## config.mk

```make
export PLATFORM = sky130hd
export DESIGN_NAME = burst_col_seq
export DESIGN_NICKNAME = d
export VERILOG_FILES = /design/src/rtl/bcs_pkg.sv /design/src/rtl/bcs_mask.sv /design/src/rtl/bcs_next.sv /design/src/rtl/bcs_ctrl.sv /design/src/rtl/burst_col_seq.sv
export SDC_FILE = /design/constraint.sdc
export NUM_CORES = 1
export LEC_CHECK = 0
export BUFFER_PORTS_ARGS = -buffer_cell sky130_fd_sc_hd__buf_2
export CAP_MARGIN = 10
export CORE_MARGIN = 2
export CORE_UTILIZATION = 54
export DETAILED_ROUTE_END_ITERATION = 8
export PLACE_DENSITY_LB_ADDON = 0.25
export SLEW_MARGIN = 20
export SYNTH_ARGS = -nofsm -noshare
export SYNTH_HDL_FRONTEND = slang
export SYNTH_SLANG_ARGS = --single-unit
```

## constraint.sdc

```tcl
create_clock -name clk -period 2.1 [get_ports clk]
set_input_delay 0.42 -clock clk [delete_from_list [all_inputs] [get_ports clk]]
set_output_delay 0.42 -clock clk [all_outputs]
set_load 0.01 [all_outputs]
```

## src/rtl/bcs_pkg.sv

```systemverilog
package bcs_pkg;
   // Number of column bits an interleaved burst may touch (8-beat block).
   localparam int ILV_BITS = 3;

   typedef struct packed {
      logic [2:0] len_code;
      logic       ilv;
   } bcs_cfg_t;

   // A code with its top bit set means a full-row burst.
   function automatic logic is_fixed(input logic [2:0] code);
      return !code[2];
   endfunction
endpackage

```

## src/rtl/bcs_mask.sv

```systemverilog
module bcs_mask #(
   parameter int COL_W = 8
) (
   input  logic [2:0]       code_i,
   output logic [COL_W-1:0] mask_o,
   output logic             fixed_o
);
   assign fixed_o = bcs_pkg::is_fixed(code_i);

   for (genvar i = 0; i < COL_W; i++) begin : g_bit
      if (i < bcs_pkg::ILV_BITS) begin : g_low
         assign mask_o[i] = code_i[2] | (int'(code_i[1:0]) > i);
      end else begin : g_high
         assign mask_o[i] = code_i[2];
      end
   end
endmodule

```

## src/rtl/bcs_next.sv

```systemverilog
module bcs_next #(
   parameter int COL_W = 8
) (
   input  logic [COL_W-1:0] cur_i,
   input  logic [2:0]       base_lo_i,
   input  logic [2:0]       beat_lo_i,
   input  logic [COL_W-1:0] mask_i,
   input  logic             ilv_i,
   input  logic             fixed_i,
   output logic [COL_W-1:0] nxt_o
);
   logic [COL_W-1:0] inc;
   logic [2:0]       ilv_lo;
   logic [COL_W-1:0] cand;

   assign inc    = cur_i + 1'b1;
   assign ilv_lo = (beat_lo_i + 3'd1) ^ base_lo_i;

   always_comb begin
      if (fixed_i && ilv_i) cand = {cur_i[COL_W-1:3], ilv_lo};
      else                  cand = inc;
   end

   assign nxt_o = (cur_i & ~mask_i) | (cand & mask_i);
endmodule

```

## src/rtl/bcs_ctrl.sv

```systemverilog
module bcs_ctrl #(
   parameter int COL_W = 8
) (
   input  logic             clk,
   input  logic             rst_n,
   input  logic             start_i,
   input  logic             term_i,
   input  logic             step_i,
   input  logic             last_i,
   output logic             busy_o,
   output logic             adv_o,
   output logic [COL_W-1:0] beat_o
);
   logic             busy_q;
   logic [COL_W-1:0] beat_q;

   assign adv_o  = busy_q & step_i & !start_i & !term_i & !last_i;
   assign busy_o = busy_q;
   assign beat_o = beat_q;

   always_ff @(posedge clk or negedge rst_n) begin
      if (!rst_n) begin
         busy_q <= 1'b0;
         beat_q <= '0;
      end else if (start_i) begin
         busy_q <= 1'b1;
         beat_q <= '0;
      end else if (term_i) begin
         busy_q <= 1'b0;
      end else if (busy_q && step_i) begin
         if (last_i) busy_q <= 1'b0;
         else        beat_q <= beat_q + 1'b1;
      end
   end
endmodule

```

## src/rtl/burst_col_seq.sv

```systemverilog
module burst_col_seq #(
   parameter int COL_W = 8
) (
   input  logic             clk,
   input  logic             rst_n,
   input  logic             start_i,
   input  logic [COL_W-1:0] start_col_i,
   input  logic [2:0]       len_code_i,
   input  logic             ilv_i,
   input  logic             step_i,
   input  logic             term_i,
   output logic [COL_W-1:0] col_o,
   output logic             busy_o,
   output logic             last_o
);
   import bcs_pkg::*;

   if (COL_W < ILV_BITS) begin : g_bad_width
      $error("burst_col_seq: COL_W must be at least 3");
   end

   bcs_cfg_t         cfg_q;
   logic [2:0]       base_lo_q;
   logic [COL_W-1:0] col_q;
   logic [COL_W-1:0] mask;
   logic             fixed;
   logic [COL_W-1:0] nxt;
   logic [COL_W-1:0] beat;
   logic             adv;
   logic             busy;
   logic             last;

   bcs_mask #(.COL_W(COL_W)) u_mask (
      .code_i (cfg_q.len_code),
      .mask_o (mask),
      .fixed_o(fixed)
   );

   bcs_next #(.COL_W(COL_W)) u_next (
      .cur_i    (col_q),
      .base_lo_i(base_lo_q),
      .beat_lo_i(beat[2:0]),
      .mask_i   (mask),
      .ilv_i    (cfg_q.ilv),
      .fixed_i  (fixed),
      .nxt_o    (nxt)
   );

   assign last = busy & fixed & (beat == mask);

   bcs_ctrl #(.COL_W(COL_W)) u_ctrl (
      .clk    (clk),
      .rst_n  (rst_n),
      .start_i(start_i),
      .term_i (term_i),
      .step_i (step_i),
      .last_i (last),
      .busy_o (busy),
      .adv_o  (adv),
      .beat_o (beat)
   );

   always_ff @(posedge clk or negedge rst_n) begin
      if (!rst_n) begin
         cfg_q     <= '0;
         base_lo_q <= '0;
         col_q     <= '0;
      end else if (start_i) begin
         cfg_q.len_code <= len_code_i;
         cfg_q.ilv      <= ilv_i;
         base_lo_q      <= start_col_i[2:0];
         col_q          <= start_col_i;
      end else if (adv) begin
         col_q <= nxt;
      end
   end

   assign col_o  = col_q;
   assign busy_o = busy;
   assign last_o = last;
endmodule

```

==> flow_summary.json <==
{
  "ys_ff_latch": 24,
  "async_flop_share_pct": 100,
  "core_area_mm2": 0.00245,
  "grt_overflow": 0,
  "drive_gt1_share_pct": 31.6,
  "synth_edf_count": 0,
  "ys.flop_type": "dfrtp_1",
  "skew_ps": 10.1,
  "synth.largest_area_cell": "dfrtp_1",
  "dr.pass1.iters": 4,
  "via_per_inst": 5.71,
  "cts_num_sinks": 24,
  "grt_pass1_vias": 1093,
  "syn_nets": 161,
  "fp.dieW_um": 54.5,
  "place_congestion": 0.831,
  "max_freq_mhz": 455,
  "netlist_area_mm2": 0.00138,
  "setup_violations": 1,
  "cp-start-kind": "register",
  "drt_wl_total_mm": 2.91,
  "pwr-share-comb_pct": 21.1,
  "p_leak_nw": 0.715,
  "status": "finished, violations left",
  "dieArea_mm2": 0.00297,
  "clockBufferDepth": 2,
  "syn2layout_area_growth_pct": 17.7,
  "ir_worst_vdd_v": 0.000439,
  "dr.first_iter.drc_count": 35,
  "post-route-period-util_pct": 105,
  "drc_errors": 0,
  "yosys_warnings": 0,
  "place_inst": 197,
  "fin_tns_setup_ps": -99.3,
  "endpoint_kind": "output pin",
  "cp.required_ps": 1680,
  "wl_per_cell_um": 14.2,
  "cp_slowest_cell": "dfrtp_1",
  "rsz0062_at_grt": "true",
  "wl_met2_mm": 1.40,
  "hold_viol": 0,
  "antenna_found_initial": 0,
  "swShare_pct": 28.5,
  "clk_latency_ps": 320,
  "grt_pass1_wl_mm": 4.89,
  "worst-path-buf-inv": 2,
  "seqPwrFrac_pct": 53.7,
  "p_int_mw": 0.695,
  "postCtsHoldBufs": 0,
  "highest_layer": "met4",
  "clk_pin_slew_worst_paths_ps": 140,
  "slew_headroom_pct": 62.3,
  "ant_nets": 0,
  "antenna_cells": 0,
  "netlist-cell-type-count": 40,
  "nNetsFinal": 194,
  "postSynthAreaPerCell_um2": 9.70,
  "syn_inst": 142,
  "p_per_area_mw_per_mm2": 600,
  "ys_seq_area_share_pct": 43.6,
  "rows": 18,
  "final_period_minus_worst_setup_slack_ps": 2200,
  "ff2ff_path_depth": 8,
  "die_h_um": 54.5,
  "dp_worst_setup_slack_ps": 89.0,
  "cts_root_buf": "clkbuf_4",
  "drt-met1-wl_mm": 1.30,
  "drv_slew": 0,
  "dp_hpwl_mm": 2.12,
  "cp_top_family": "compound AO/OA/AOI/OAI gates",
  "synth_top_area_share_pct": 43.6,
  "start_util_pct": 56.1,
  "fin_ws_ps": -99.3,
  "hold_path_class": "input pin to asynchronous set/reset pin",
  "final_common_cell": "buf_2",
  "critPathMaxFanout": 2,
  "violations": "negative setup slack",
  "drv_cap": 0,
  "grt_max_degree": 33,
  "worstMarginPinSlew_ps": 566,
  "crit_type": "register to output pin",
  "stdcell_count": 204,
  "cp.depth": 5,
  "io_buffers": 26,
  "cts-buffers-inserted": 3,
  "power_frac_clock_pct": 25.2,
  "cp_cell_sequence": "or3_4 > a2111oi_4 > o211ai_2 > inv_2 > buf_6",
  "tritoncts": "done",
  "grt_usage_pct": 22.8,
  "pin_count": 27,
  "crit_arrival_ps": 1780,
  "p_sw_mw": 0.277,
  "num_vias": 1165,
  "ys_top_cells_by_area": "dfrtp_1 44%, xor2_1 4.5%, mux2_2 4.1%",
  "cts.htree.levels": 1,
  "slowest_delay_ps": 400,
  "met3_length_um": 166,
  "final_cell_mix": "25 x buf_2, 24 x dfrtp_1, 11 x nand2_1"
}
[area by class of cell]
class	instances	area, um^2
clock buffers	4	36.3
fillers	205	833
repair buffers	35	204
well taps	30	37.5
multi-input cells	106	724
flip-flops and latches	24	601
inverters	5	18.8
[synth_stat cells, types with 2 or more instances]
| master | count |
|---|---|
| buf_6 | 2 |
| dfrtp_1 | 24 |
| nand2_1 | 11 |
| nor2b_1 | 2 |
| a21oi_2 | 3 |
| mux2_2 | 5 |
| buf_4 | 2 |
| or3_1 | 3 |
| nand3_1 | 8 |
| ha_1 | 2 |
| or3_2 | 2 |
| xor2_1 | 7 |
| a21oi_1 | 6 |
| nor3_1 | 2 |
| o31ai_1 | 2 |
| or4_1 | 3 |
| buf_2 | 2 |
| o211ai_2 | 2 |
| inv_1 | 4 |
| nor2_1 | 9 |
| and3_1 | 2 |
| xnor2_1 | 5 |
| nand4_1 | 4 |
| nand3b_1 | 2 |
| o21ai_1 | 4 |
| o21ai_0 | 10 |
[power groups by stage]
stage | sequential [mW] | clock (mW) | combinational (mW)
CTS | 0.522 | 0.257 | 0.206
global placement | 0.531 | 0 | 0.189
global route | 0.528 | 0.275 | 0.231
floorplan | 0.539 | 0 | 0.113
finish | 0.523 | 0.245 | 0.205
detailed placement | 0.533 | 0 | 0.193
[repair_timing]
| action | 4_1_cts | 5_1_grt |
|---|---|---|
| pin swaps | 3 | 1 |
| setup endpoints to repair | 1 | 1 |
| endpoints found under the hold margin | 0 | 0 |
| gates resized for setup | 4 | 0 |
| setup buffers | 3 | 0 |
[metrics by stage]
step / util [%] / area, um^2 / hold slack (ps) / total power [mW]
2_1_floorplan: - / 1380 / 124 / 0.652
3_3_place_gp: 62.7 / 1540 / 432 / 0.719
3_5_place_dp: 62.7 / 1540 / 437 / 0.726
4_1_cts: 66.1 / 1620 / 69.1 / 0.986
5_1_grt: 66.1 / 1620 / 90.0 / 1.03
6_report: 66.1 / 1620 / 58.9 / 0.972
[layer usage]
layer | track usage [%] | vias up
met2 | 36.5 | 39
met1 | 31.3 | 542
li1 | - | 578
met4 | 8.33 | 0
met3 | 3.28 | 6
met5 | 0 | -
[cell families after synthesis]
logic type                 synth area share [%]
adders and majority gates                  1.82
muxes                                      4.90
buffers and inverters                      5.09
AOI/OAI and AO/OA                          17.0
xor gates and xnor gates                   7.63
and+or+nand+nor                            20.0
DFF                                        43.6
[final timing paths]
| check | startpoint | to | slack (ps) |
|---|---|---|---|
| worst min register to register | cfg_q[0]$_DFFE_PN0P_ | cfg_q[0]$_DFFE_PN0P_ | 530 |
| max in group asynchronous | rst_n | u_ctrl.beat_o[0]$_DFFE_PN0P_ | 1690 |
| worst max-delay path | cfg_q[1]$_DFFE_PN0P_ | last_o | -100 |
| min in group clk | term_i | u_ctrl.busy_o$_DFFE_PN0P_ | 300 |
| worst max register to register | cfg_q[2]$_DFFE_PN0P_ | u_ctrl.beat_o[3]$_DFFE_PN0P_ | 130 |
| worst min-delay path | rst_n | u_ctrl.busy_o$_DFFE_PN0P_ | 60 |
No activity file was read; power rests on OpenSTA's default activity.
